==> src/rtl/tri_op_pkg.sv <==
package tri_op_pkg;

    localparam int WORD_W    = 4;
    localparam int OPC_W     = 2;
    localparam int ADDR_W    = 2;
    localparam int ROM_DEPTH = 1 << ADDR_W;
    localparam int SEL_W     = 1;
    localparam int NUM_REGS  = 1 << SEL_W;
    localparam int IMAGE_W   = ROM_DEPTH * WORD_W;

    typedef logic [WORD_W-1:0] word_t;
    typedef logic [ADDR_W-1:0] addr_t;

    typedef enum logic [OPC_W-1:0] {
        OP_INC = 2'b00,
        OP_JMP = 2'b01,
        OP_R2O = 2'b10,
        OP_NOP = 2'b11
    } opcode_e;

    typedef struct packed {
        opcode_e          op;
        logic [SEL_W-1:0] reg_sel;
        logic             out_idx;
        addr_t            target;
    } decoded_t;

    // Word 0 in the low nibble: inc r0 / copy r0->o0 / jump 0 / idle
    localparam logic [IMAGE_W-1:0] BLINK_PROGRAM = {4'b1100, 4'b0100, 4'b1000, 4'b0000};

    function automatic opcode_e opcode_of(word_t w);
        return opcode_e'(w[WORD_W-1 -: OPC_W]);
    endfunction

    function automatic addr_t next_seq(addr_t a);
        return a + addr_t'(1);
    endfunction

endpackage

==> src/rtl/tri_op_rom.sv <==
module tri_op_rom
    import tri_op_pkg::*;
#(
    parameter logic [IMAGE_W-1:0] IMAGE = BLINK_PROGRAM
) (
    input  addr_t addr,
    output word_t word
);

    word_t mem [ROM_DEPTH];

    for (genvar k = 0; k < ROM_DEPTH; k++) begin : g_word
        assign mem[k] = IMAGE[k*WORD_W +: WORD_W];
    end

    assign word = mem[addr];

endmodule

==> src/rtl/tri_op_decode.sv <==
module tri_op_decode
    import tri_op_pkg::*;
(
    input  word_t    instr,
    output decoded_t dec,
    output logic     inc_en,
    output logic     wr_en
);

    always_comb begin
        dec.op      = opcode_of(instr);
        dec.reg_sel = instr[1 -: SEL_W];
        dec.out_idx = instr[0];
        dec.target  = instr[ADDR_W-1:0];
        inc_en      = (dec.op == OP_INC);
        wr_en       = (dec.op == OP_R2O);
    end

endmodule

==> src/rtl/tri_op_seq.sv <==
module tri_op_seq
    import tri_op_pkg::*;
(
    input  logic     clk,
    input  logic     rst,
    input  decoded_t dec,
    output addr_t    pc_q
);

    always_ff @(posedge clk) begin
        if (rst) begin
            pc_q <= '0;
        end else if (dec.op == OP_JMP) begin
            pc_q <= dec.target;
        end else begin
            pc_q <= next_seq(pc_q);
        end
    end

endmodule

==> src/rtl/tri_op_regfile.sv <==
module tri_op_regfile
    import tri_op_pkg::*;
#(
    parameter int REG_W = 1
) (
    input  logic                      clk,
    input  logic                      rst,
    input  logic                      inc_en,
    input  logic [SEL_W-1:0]          inc_sel,
    input  logic [SEL_W-1:0]          rd_sel,
    output logic [REG_W-1:0]          rd_data,
    output logic [NUM_REGS*REG_W-1:0] regs_flat
);

    logic [REG_W-1:0] regs_q [NUM_REGS];

    for (genvar i = 0; i < NUM_REGS; i++) begin : g_reg
        always_ff @(posedge clk) begin
            if (rst) begin
                regs_q[i] <= '0;
            end else if (inc_en && (int'(inc_sel) == i)) begin
                regs_q[i] <= regs_q[i] + REG_W'(1);
            end
        end
        assign regs_flat[i*REG_W +: REG_W] = regs_q[i];
    end

    assign rd_data = regs_q[rd_sel];

endmodule

==> src/rtl/tri_op_outport.sv <==
module tri_op_outport #(
    parameter int NUM_OUTS = 1,
    parameter int REG_W    = 1
) (
    input  logic                      clk,
    input  logic                      rst,
    input  logic                      wr_en,
    input  logic                      wr_idx,
    input  logic [REG_W-1:0]          wr_data,
    output logic [NUM_OUTS*REG_W-1:0] port_q
);

    logic [REG_W-1:0] slot_q [NUM_OUTS];

    for (genvar i = 0; i < NUM_OUTS; i++) begin : g_slot
        always_ff @(posedge clk) begin
            if (rst) begin
                slot_q[i] <= '0;
            end else if (wr_en && (int'(wr_idx) == i)) begin
                slot_q[i] <= wr_data;
            end
        end
        assign port_q[i*REG_W +: REG_W] = slot_q[i];
    end

endmodule

==> src/rtl/tri_op_core.sv <==
module tri_op_core
    import tri_op_pkg::*;
#(
    parameter int                  NUM_OUTS = 1,
    parameter int                  REG_W    = 1,
    parameter logic [IMAGE_W-1:0]  PROGRAM  = BLINK_PROGRAM
) (
    input  logic                      clk,
    input  logic                      rst,
    output logic [NUM_OUTS*REG_W-1:0] out_port
);

    addr_t                     pc_q;
    word_t                     instr;
    decoded_t                  dec;
    logic                      inc_en;
    logic                      wr_en;
    logic [REG_W-1:0]          rd_data;
    logic [NUM_REGS*REG_W-1:0] reg_flat;

    tri_op_rom #(.IMAGE(PROGRAM)) u_rom (
        .addr (pc_q),
        .word (instr)
    );

    tri_op_decode u_dec (
        .instr  (instr),
        .dec    (dec),
        .inc_en (inc_en),
        .wr_en  (wr_en)
    );

    tri_op_seq u_seq (
        .clk  (clk),
        .rst  (rst),
        .dec  (dec),
        .pc_q (pc_q)
    );

    tri_op_regfile #(.REG_W(REG_W)) u_regs (
        .clk       (clk),
        .rst       (rst),
        .inc_en    (inc_en),
        .inc_sel   (dec.reg_sel),
        .rd_sel    (dec.reg_sel),
        .rd_data   (rd_data),
        .regs_flat (reg_flat)
    );

    tri_op_outport #(.NUM_OUTS(NUM_OUTS), .REG_W(REG_W)) u_out (
        .clk     (clk),
        .rst     (rst),
        .wr_en   (wr_en),
        .wr_idx  (dec.out_idx),
        .wr_data (rd_data),
        .port_q  (out_port)
    );

endmodule

==> config.mk <==
export PLATFORM = sky130hd
export DESIGN_NAME = tri_op_core
export DESIGN_NICKNAME = d
export VERILOG_FILES = /design/src/rtl/tri_op_pkg.sv /design/src/rtl/tri_op_rom.sv /design/src/rtl/tri_op_decode.sv /design/src/rtl/tri_op_seq.sv /design/src/rtl/tri_op_regfile.sv /design/src/rtl/tri_op_outport.sv /design/src/rtl/tri_op_core.sv
export SDC_FILE = /design/constraint.sdc
export NUM_CORES = 1
export LEC_CHECK = 0
export BUFFER_PORTS_ARGS = -buffer_cell sky130_fd_sc_hd__clkbuf_2
export CAP_MARGIN = 20
export CORE_AREA = 2 2 39 41
export DETAILED_ROUTE_END_ITERATION = 6
export DIE_AREA = 0 0 41 43
export GPL_ROUTABILITY_DRIVEN = 0
export PLACE_DENSITY = 0.3
export SLEW_MARGIN = 40
export SYNTH_ARGS = -nofsm -noshare
export SYNTH_HDL_FRONTEND = slang
export SYNTH_SLANG_ARGS = --single-unit
==> constraint.sdc <==
create_clock -name clk -period 1.05 [get_ports clk]
set_input_delay 0.2625 -clock clk [delete_from_list [all_inputs] [get_ports clk]]
set_output_delay 0.2625 -clock clk [all_outputs]
set_load 0.02 [all_outputs]
* Yosys cells after proc, flatten, opt, wreduce, memory -nomap -nowiden
Memory sizes are Yosys's and may differ from the RTL's.
Cells that the tools add are included.
** Operators by class
- Bitwise operators :: 5
- Reductions and logical operators :: 5
- Mux-type cells :: 19
- Add/sub/neg operators :: 3
- Equal/unequal tests :: 2
- Magnitude comparators :: 1
** Operator list (number)
- 2-to-1 mux 1 bit :: 15
- binary-select mux 4 bit (select 2 bit) :: 1
- 2-to-1 mux 4 bit :: 2
- >= comparator 3 bit (second input constant) :: 1
- logical AND 1 bit :: 3
- NOT 2 -> 3 bit :: 1
- adder 1 bit (second input constant) :: 2
- adder 2 x 1 -> 2 bit (second input constant) :: 1
- equality test 2 x 1 -> 1 bit (second input constant) :: 1
- equality test 2 bit (second input constant) :: 1
- logical NOT 2 bit :: 1
- 2-to-1 mux 2 bit :: 1
- NOT 1 bit :: 2
- bitwise OR 1 bit :: 2
- OR reduction 1 bit :: 1
** Storage, ports and cells
- Output and inout port bits :: 1
- Memories :: 2
- Flip-flop bits (word level) :: 2
- RAM bits :: 3
- Logic and storage cells :: 38
- Bits of input ports :: 2
** Memory list
- u_regs.regs_q :: words 2, width 1, rd ports 3, clocked after Yosys merged registers in 0, wr ports 2, line tri_op_regfile.sv:15 : logic [REG_W-1:0] regs_q [NUM_REGS];
- u_out.slot_q :: words 1, width 1, rd ports 1, clocked after Yosys merged registers in 0, wr ports 1, line tri_op_outport.sv:13 : logic [REG_W-1:0] slot_q [NUM_OUTS];

* Longest topological paths before layout
Gate-level depths: netlist of run 1.
- Depth after elaboration :: 11
- Mapped depth :: 3
- Mapped depth without buffers :: 3

* By module
From an unflattened synthesis of run 1, not the netlist that was laid out.
** Second synthesis, totals
- Cell total of the unflattened synthesis :: 35
- Area total of the unflattened synthesis :: 365.4 µm²
** By module, submodules not included
- tri_op_regfile :: area each 130.1 µm², instances 1, cells an instance 10, sequential area each 60.1 µm²
- tri_op_seq :: area each 85.1 µm², instances 1, cells an instance 8, sequential area each 40.0 µm²
- tri_op_decode :: area each 62.6 µm², instances 1, cells an instance 8, sequential area each 0.0 µm²
- tri_op_outport :: area each 53.8 µm², instances 1, cells an instance 4, sequential area each 30.0 µm²
- tri_op_rom :: area each 33.8 µm², instances 1, cells an instance 5, sequential area each 0.0 µm²

* Worst setup path after synthesis of run 1
No wires, ideal clock.
- Kind :: flip-flop to flip-flop
- From :: register u_seq.pc_q[1]
- To :: memory u_out.slot_q[0] (enable)
- Cell stages (with the launch flop) :: 4
- Arrival :: 0.762 ns
- Setup slack :: 0.041 ns
- Path through :: dfxtp_1 -> inv_1 -> ha_1 -> or2_1
** On the way
- Longest elaborated chain between the ends :: 11
- Elaborated cells between the ends (all ways) :: 12
- Classes of those cells :: eq/ne (1); mux (7); bitwise (2); reduce/logical (2)
** RTL lines
- from (decl) :: line tri_op_seq.sv:7 : output addr_t pc_q
- from (signal assigned) :: line tri_op_seq.sv:14 : pc_q <= dec.target;
- from (signal assigned) :: line tri_op_seq.sv:16 : pc_q <= next_seq(pc_q);
- NOT 2 -> 3 bit (implied by the code) * :: line tri_op_rom.sv:16 : assign word = mem[addr];
- binary-select mux 4 bit (select 2 bit) * :: line tri_op_rom.sv:16
- 2-to-1 mux 4 bit (implied by the code) * (2 in series) :: line tri_op_rom.sv:16
- equality test 2 bit or NOT 1 bit (tied branches) :: line tri_op_decode.sv:16, tri_op_outport.sv:19
- logical AND 1 bit * :: line tri_op_outport.sv:19 : end else if (wr_en && (int'(wr_idx) == i)) begin
- 2-to-1 mux 1 bit * :: line tri_op_outport.sv:19
- 2-to-1 mux 1 bit * :: line tri_op_outport.sv:17 : if (rst) begin
- 2-to-1 mux 1 bit (implied by the code) * :: line tri_op_outport.sv:20 : slot_q[i] <= wr_data;
- OR reduction 1 bit (no source line)
- 2-to-1 mux 1 bit (no source line) *
- to (decl) :: line tri_op_outport.sv:13
Every way passes the cells marked *; elsewhere a longest branch is shown, timed or not. The select of a mux whose other input is x is not followed.

* Worst setup path after layout of run 1
- From :: memory u_out.slot_q[0]
- To :: output port out_port
** On the way
- Longest elaborated chain between the ends :: 1
** RTL lines
- memory read (1 x 1 bit)
- to (decl) :: line tri_op_core.sv:10 : output logic [NUM_OUTS*REG_W-1:0] out_port
No other way between the ends.

==> flow_metrics.tcl, run 1 <==
set metrics [dict create \
    status "complete, no violations" \
    grt_pass1_vias 148 \
    dieHeight_um 43 \
    worstPathRequired_ns 0.79 \
    synth_area_per_cell_um2 12.4 \
    syn-num-nets 20 \
    power.density_nw_per_um2 2070 \
    syn_area_um2 186 \
    wl_um 281 \
    period_minus_slack_ns 1.01 \
    vias 130 \
    viasPerCell 3.51 \
    cp.depth 1 \
    whs_ns 0.262 \
    fill_cells 158 \
    first_pass_iters 3 \
    die_area_um2 1760 \
    cts_inserted_buffers 3 \
    path_delay_family "flip-flops" \
    maxCapViolCount 0 \
    wire_per_inst_um 7.59 \
    final_common_cell "clkbuf_4" \
    postSynthCellCount 15 \
    preCtsSetupSlack_ns 0.00407 \
    ir_drop_mv 0.633 \
    fp.coreArea_um2 1380 \
    yosys_warnings 0 \
    synth-seq-cells 4 \
    clkLatencyLatePin_ns 0.24 \
    final_hold_viol_count 0 \
    drtIter0Drc 1 \
    cts_sinks 4 \
    grt_start_max_net_pins 7 \
    io-pin-count 3 \
    start_kind "register" \
    clockBufferDepth 2 \
    utilization 0.181 \
    power_uw 519 \
    drive_above_1_share 0.429 \
    grtUsageTotal 0.0573 \
    setup_viol 0 \
    critPathKind "reg2out" \
    reg2reg_depth 3 \
    crit_fanout 1 \
    overflow 0 \
    met2WireLength_um 128 \
    diodes 0 \
    slew_headroom 0.891 \
    antenna_found_initial 0 \
    cts_setup_buffers 0 \
    leakage_uw 0.000103 \
    min_period_over_period 0.959 \
    synth.distinct_cells 8 \
    dpl.hpwl_um 188 \
    cp_num_buf_inv 1 \
    clk_pin_slew_ns 0.04 \
    grt_pass1_wl_um 558 \
    cp.arrival_ns 0.74 \
    postLayoutSetupSlackWorst_ns 0.0425 \
    cts-root-buf "clkbuf_4" \
    min_from "rst" \
    drc 0 \
    highest_layer "met3" \
    max_stage_delay_ns 0.34 \
    startpoint "u_out.slot_q[0]" \
    syn2layout_area_growth_pct 34.2 \
    cp_slowest_cell "edfxtp_1" \
    timing.fmax_ghz 0.993 \
    worst_slew_pin_slew_ns 0.162 \
    die_w_um 41 \
    start_util 0.135 \
    rows 14 \
    whs_path_depth 2 \
    skew_ns 0.00689 \
    crit_chain "buf_2" \
    slew_viol_final 0 \
    ctsHtreeMaxLevel 1 \
    hp-class "in2reg" \
    setup.worst_path.end_class "output port" \
    ys_seq_area_frac 0.537 \
    detail-route-antenna-nets 0 \
    final_nets 27 \
    met3WireLength_um 36 \
    tns_ns 0 \
    cts_tree "yes" \
    rr_startpoint "u_seq.pc_q[1]" \
    portBuffers 2 \
    met1_length_um 115 \
]
[registers in the layout, indices dropped and copies added (netlist names)]
name	count
u_out.slot_q	1
u_seq.pc_q	2
u_regs.regs_q	1
[report_power, final]
part	switching (uW)	internal, uW
clock network	68.7	143
registers	16.9	205
logic	43.1	41.9
total	129	390
[area by class of cell]
cell class | instances | area (um^2) | share of cell area
tap | 16 | 20.0 | 0.0800
clock buffer | 4 | 26.3 | 0.105
sequential | 4 | 103 | 0.410
timing repair buffer | 2 | 10.0 | 0.0400
inverter | 2 | 7.51 | 0.0300
multi-input combinational | 9 | 83.8 | 0.335
[per-layer routing]
layer / vias to the layer above / global-route usage
met1: 61 / 0.0452
met5: - / 0
met4: 0 / 0.0600
met3: 0 / 0.0785
li1: 62 / -
met2: 7 / 0.0594
[cell families (layout without fill, tap and decap cells)]
logic type                 after synthesis  after routing  synth area share
adders and majority gates                3              3             0.201
buffers and inverters                    2              8            0.0403
DFF                                      4              4             0.537
and+or+nand+nor                          6              6             0.221
[synth_stat cells]
cell / count / area, um^2
ha_1: 3 / 37.5
nor3b_1: 2 / 15.0
nor3_1: 1 / 5.00
inv_1: 2 / 7.51
edfxtp_1: 2 / 60.1
or2_1: 2 / 12.5
dfxtp_1: 2 / 40.0
and3b_1: 1 / 8.76
[stage by stage]
stage,cell area (um^2),cells
after global routing,250,37
final,250,37
after CTS,244,37
after global placement,216,33
after floorplan,186,15
after detailed placement,216,33
[worst paths after layout]
path | slack, ns | end
worst max register to register | 0.04 | u_out.slot_q[0]
worst max-delay path | 0.04 | out_port
worst min-delay path | 0.26 | u_seq.pc_q[1]
worst min register to register | 0.43 | u_seq.pc_q[0]
[what timing repair did]
| item | 4_1_cts | 5_1_grt |
|---|---|---|
| hold buffers | 0 | 0 |
| gates cloned | 0 | 0 |
| resized for setup | 1 | 4 |
| hold endpoints to repair | 0 | 0 |
| endpoints found under the setup margin | 1 | 4 |
(Power assumes the default switching activity.)
==> run 2, diff against run 1 <==
==> constraint.sdc (replaced) <==
create_clock -name clk -period 1 [get_ports clk]
set_input_delay 0.25 -clock clk [delete_from_list [all_inputs] [get_ports clk]]
set_output_delay 0.25 -clock clk [all_outputs]
set_load 0.02 [all_outputs]
==> flow_metrics.tcl, run 2 (synthesized netlist as in run 1, its figures left out) <==
set metrics [dict create \
    setup.worst_path.end_class "register" \
    reg2reg_setup_slack_ns -0.0004 \
    antenna_found_initial 0 \
    vias 121 \
    diodes 0 \
    min_period_over_period 1.00 \
    slew_headroom 0.898 \
    cp_num_buf_inv 1 \
    use_met1 0.0357 \
    utilization 0.201 \
    status "complete, but fails checks" \
    wl_um 268 \
    critPathKind "reg2reg" \
    fp.coreArea_um2 1380 \
    tns_ns -0.000350 \
    final_nets 29 \
    crit_chain "inv_2 > ha_1 > or2_1" \
    start_util 0.135 \
    clockBufferDepth 2 \
    first_pass_iters 1 \
    cts_sinks 4 \
    overflow 0 \
    setup_viol 1 \
    path_delay_family "flip-flops" \
    fill_cells 152 \
    final_hold_viol_count 0 \
    min_to "u_seq.pc_q[1]" \
    rsz0062_at_grt "true" \
    clk_pin_slew_ns 0.04 \
    slew_viol_final 0 \
    crit_fanout 2 \
    reg.largest.list "u_seq.pc_q: 2 flops, u_out.slot_q: 1 flops, u_regs.regs_q: 1 flops" \
    rows 14 \
    drtIter0Drc 0 \
    violations "setup timing" \
    start_kind "register" \
    hp-class "in2reg" \
    whs_path_depth 2 \
    grtUsageMet3 0.0628 \
    min_from "rst" \
    cts-root-buf "clkbuf_4" \
    grt_start_max_net_pins 7 \
    detail-route-antenna-nets 0 \
    worst_slew_pin_slew_ns 0.152 \
    power.density_nw_per_um2 2110 \
    rr_startpoint "u_seq.pc_q[1]" \
    cts_inserted_buffers 3 \
    die_area_um2 1760 \
    portBuffers 2 \
    postLayoutSetupSlackWorst_ns -0.000350 \
    viasPerCell 3.10 \
    cp_slowest_cell "dfxtp_2" \
    cts_tree "yes" \
    clkLatencyLatePin_ns 0.24 \
    grtUsageTotal 0.0443 \
    max_stage_delay_ns 0.32 \
    final_common_cell "clkbuf_4" \
    wire_per_inst_um 6.87 \
    gr-usage-met2 0.0563 \
    reg2reg_depth 3 \
    cp.arrival_ns 1.00 \
    drive_above_1_share 0.565 \
    largest_reg_flops 2 \
    syn2layout_area_growth_pct 49.0 \
    grt_pass1_wl_um 441 \
    timing.fmax_ghz 1.00 \
    maxCapViolCount 0 \
    skew_ns 0.00956 \
    r2r_end "u_out.slot_q[0]" \
    grt_pass1_vias 132 \
    drc 0 \
    ctsHtreeMaxLevel 1 \
    die_w_um 41 \
    ir_drop_mv 0.766 \
    busiest_layer "met3" \
    largest_register "u_seq.pc_q" \
    worstPathRequired_ns 1.00 \
    dieHeight_um 43 \
    dpl.hpwl_um 181 \
    holdBufCountCts 0 \
    io-pin-count 3 \
    period_minus_slack_ns 1.00 \
    leakage_uw 0.000118 \
]
==> run 2: cell types whose count changed in the layout (fill, tap and decap cells not counted), sizes merged <==
cell	before	now
buf	1	3
==> run 2: per-stage QoR <==
| stage | total power, uW | cells | area (um^2) | hold WS [ns] | worst slack (ns) |
|---|---|---|---|---|---|
| floorplan | 291 | 15 | 186 | 0.326 | 0.00558 |
| global placement | 335 | 35 | 231 | 0.444 | -0.0275 |
| detailed placement | 335 | 35 | 231 | 0.443 | -0.0280 |
| CTS | 571 | 39 | 260 | 0.239 | -0.00954 |
| global route | 635 | 39 | 278 | 0.254 | -0.0315 |
| finish | 587 | 39 | 278 | 0.251 | -0.000350 |
==> run 2: how the worst max path moves through the flow <==
stage	startpoint	end	slack, ns	cells after the start
6_report	u_seq.pc_q[1]	u_out.slot_q[0]	-0.0004	3
3_3_place_gp	u_seq.pc_q[0]	u_regs.regs_q[0]	-0.03	3
3_5_place_dp	u_seq.pc_q[0]	u_regs.regs_q[0]	-0.03	3
4_1_cts	u_out.slot_q[0]	out_port	-0.01	1
2_1_floorplan	u_seq.pc_q[0]	u_regs.regs_q[0]	0.006	3
5_1_grt	u_seq.pc_q[1]	u_out.slot_q[0]	-0.03	3
==> run 2: layout make-up <==
cell class | count | area (um^2) | share of cell area
timing repair buffer | 4 | 25.0 | 0.0901
multi-input combinational | 9 | 96.3 | 0.347
clock buffer | 4 | 26.3 | 0.0946
tap | 16 | 20.0 | 0.0721
sequential | 4 | 103 | 0.369
inverter | 2 | 7.51 | 0.0270
==> run 2: routing by layer <==
metal  routed length, um  vias to the layer above  share of wire
met5                   0                        -              0
met4                   0                        0              0
met3                  27                        0           0.10
met2                 124                        5           0.46
met1                 117                       51           0.44
li1                    -                       65              -
==> run 2: report_power, final <==
part           switching, uW  internal (uW)  total (uW)
Sequential              17.5            215         233
Clock                   72.7            150         223
Combinational           57.9           73.3         131
Total                    148            439         587
==> run 2: timing repair <==
item | in CTS | in global routing
cloned | 0 | 0
hold endpoints to repair | 0 | 0
pin swaps | 0 | 2
resized for setup | 2 | 6
setup endpoints to repair | 3 | 5
setup buffers | 0 | 0
==> run 3, diff against run 2 <==
--- a/config.mk
+++ b/config.mk
@@ -11,7 +11,8 @@
 export DETAILED_ROUTE_END_ITERATION = 6
 export DIE_AREA = 0 0 41 43
 export GPL_ROUTABILITY_DRIVEN = 0
-export PLACE_DENSITY = 0.3
+export HOLD_SLACK_MARGIN = 0.12
+export SETUP_SLACK_MARGIN = 0.5
 export SLEW_MARGIN = 40
 export SYNTH_ARGS = -nofsm -noshare
 export SYNTH_HDL_FRONTEND = slang
==> flow_metrics.tcl, run 3 (synthesized netlist as in run 1, its figures left out) <==
set metrics [dict create \
    clk_pin_slew_ns 0.04 \
    drtIter0Drc 0 \
    dpl.hpwl_um 283 \
    wire_per_inst_um 10.7 \
    reg.largest.list "u_seq.pc_q: 2 flops, u_out.slot_q: 1 flops, u_regs.regs_q: 1 flops" \
    wl_um 418 \
    period_minus_slack_ns 1.02 \
    min_period_over_period 1.02 \
    fp.coreArea_um2 1380 \
    final_common_cell "clkbuf_4" \
    overflow 0 \
    crit_fanout 3 \
    vias 142 \
    drive_above_1_share 0.783 \
    setup.worst_path.end_class "register" \
    preCtsSetupSlack_ns -0.0104 \
    drc 0 \
    cts_inserted_buffers 3 \
    hp-class "in2reg" \
    worstPathRequired_ns 0.99 \
    ir_drop_mv 0.625 \
    leakage_uw 0.000126 \
    diodes 0 \
    power_uw 631 \
    rsz0062_at_grt "true" \
    die_area_um2 1760 \
    skew_ns 0.00823 \
    final_hold_viol_count 0 \
    cts_tree "yes" \
    viasPerCell 3.64 \
    cp.arrival_ns 1.01 \
    die_w_um 41 \
    antenna_found_initial 0 \
    status "complete, but fails checks" \
    maxCapViolCount 0 \
    detail-route-antenna-nets 0 \
    slew_headroom 0.908 \
    largest_register "u_seq.pc_q" \
    cts_sinks 4 \
    worst_slew_pin_slew_ns 0.138 \
    dp_cells 33 \
    start_util 0.135 \
    syn2layout_area_growth_pct 69.8 \
    final_nets 30 \
    setup_viol 3 \
    slew_viol_final 0 \
    grt_pass1_wl_um 710 \
    first_pass_iters 1 \
    clkLatencyLatePin_ns 0.24 \
    dpl_cell_area_um2 239 \
    power.density_nw_per_um2 1990 \
    postLayoutSetupSlackWorst_ns -0.0180 \
    portBuffers 2 \
    io-pin-count 3 \
    grt_pass1_vias 181 \
    fill_cells 144 \
    clockBufferDepth 2 \
    rows 14 \
    grt_start_max_net_pins 7 \
    grtUsageTotal 0.0747 \
    dieHeight_um 43 \
    violations "setup timing" \
    start_kind "register" \
    cts-root-buf "clkbuf_4" \
    largest_reg_flops 2 \
    post_layout_nonfiller_instances 39 \
    critPathKind "reg2reg" \
    final_area_um2 317 \
    ctsHtreeMaxLevel 1 \
    timing.fmax_ghz 0.982 \
    utilization 0.229 \
]
==> run 3: area by class of cell <==
cell class,count,area (um^2),area share
clock buffers,3,22.5,0.0711
inverters,2,7.51,0.0237
multi-input cells,9,121,0.383
flip-flops and latches,4,103,0.324
well taps,16,20.0,0.0632
repair buffers,5,42.5,0.134
==> run 3: final timing paths <==
| check | startpoint | to | slack [ns] | cells after the start |
|---|---|---|---|---|
| setup reg to reg | u_seq.pc_q[0] | u_regs.regs_q[0] | -0.02 | 3 |
| hold / removal | rst | u_seq.pc_q[0] | 0.26 | 2 |
| hold reg to reg | u_seq.pc_q[0] | u_seq.pc_q[0] | 0.53 | 2 |
| setup / recovery | u_seq.pc_q[0] | u_regs.regs_q[0] | -0.02 | 3 |
==> run 3: repair_timing <==
action                                  4_1_cts  5_1_grt
hold buffers                                  0        0
gates cloned                                  0        0
resized for setup                             5        3
buffers inserted                              3        0
endpoints found under the setup margin        7        7
pin swaps                                     3        0
==> run 3: where the power goes <==
| part | leakage, uW | switching (uW) | internal, uW |
|---|---|---|---|
| sequential | 0.0000389 | 26.7 | 216 |
| clock | 0.0000138 | 71.3 | 134 |
| combinational | 0.0000734 | 77.7 | 105 |
==> run 3: layer usage <==
metal / up-vias / global-route usage / part of all wire
li1: 66 / - / -
met1: 66 / 0.0327 / 0.22
met2: 6 / 0.122 / 0.65
met3: 4 / 0.0366 / 0.036
met4: 0 / 0.120 / 0.086
met5: - / 0 / 0
==> run 3: through the flow <==
stage                     TNS [ns]  hold slack (ns)
after floorplan                  0            0.312
after global placement           0            0.417
after detailed placement   -0.0172            0.426
after CTS                  -0.0181            0.255
after global routing        -0.101            0.273
final                      -0.0287            0.258
==> run 3: worst max-delay path, stage by stage (launching register included) <==
cell	delay (ns)
dfxtp_2	0.35
inv_2	0.06
ha_4	0.15
or2_1	0.21
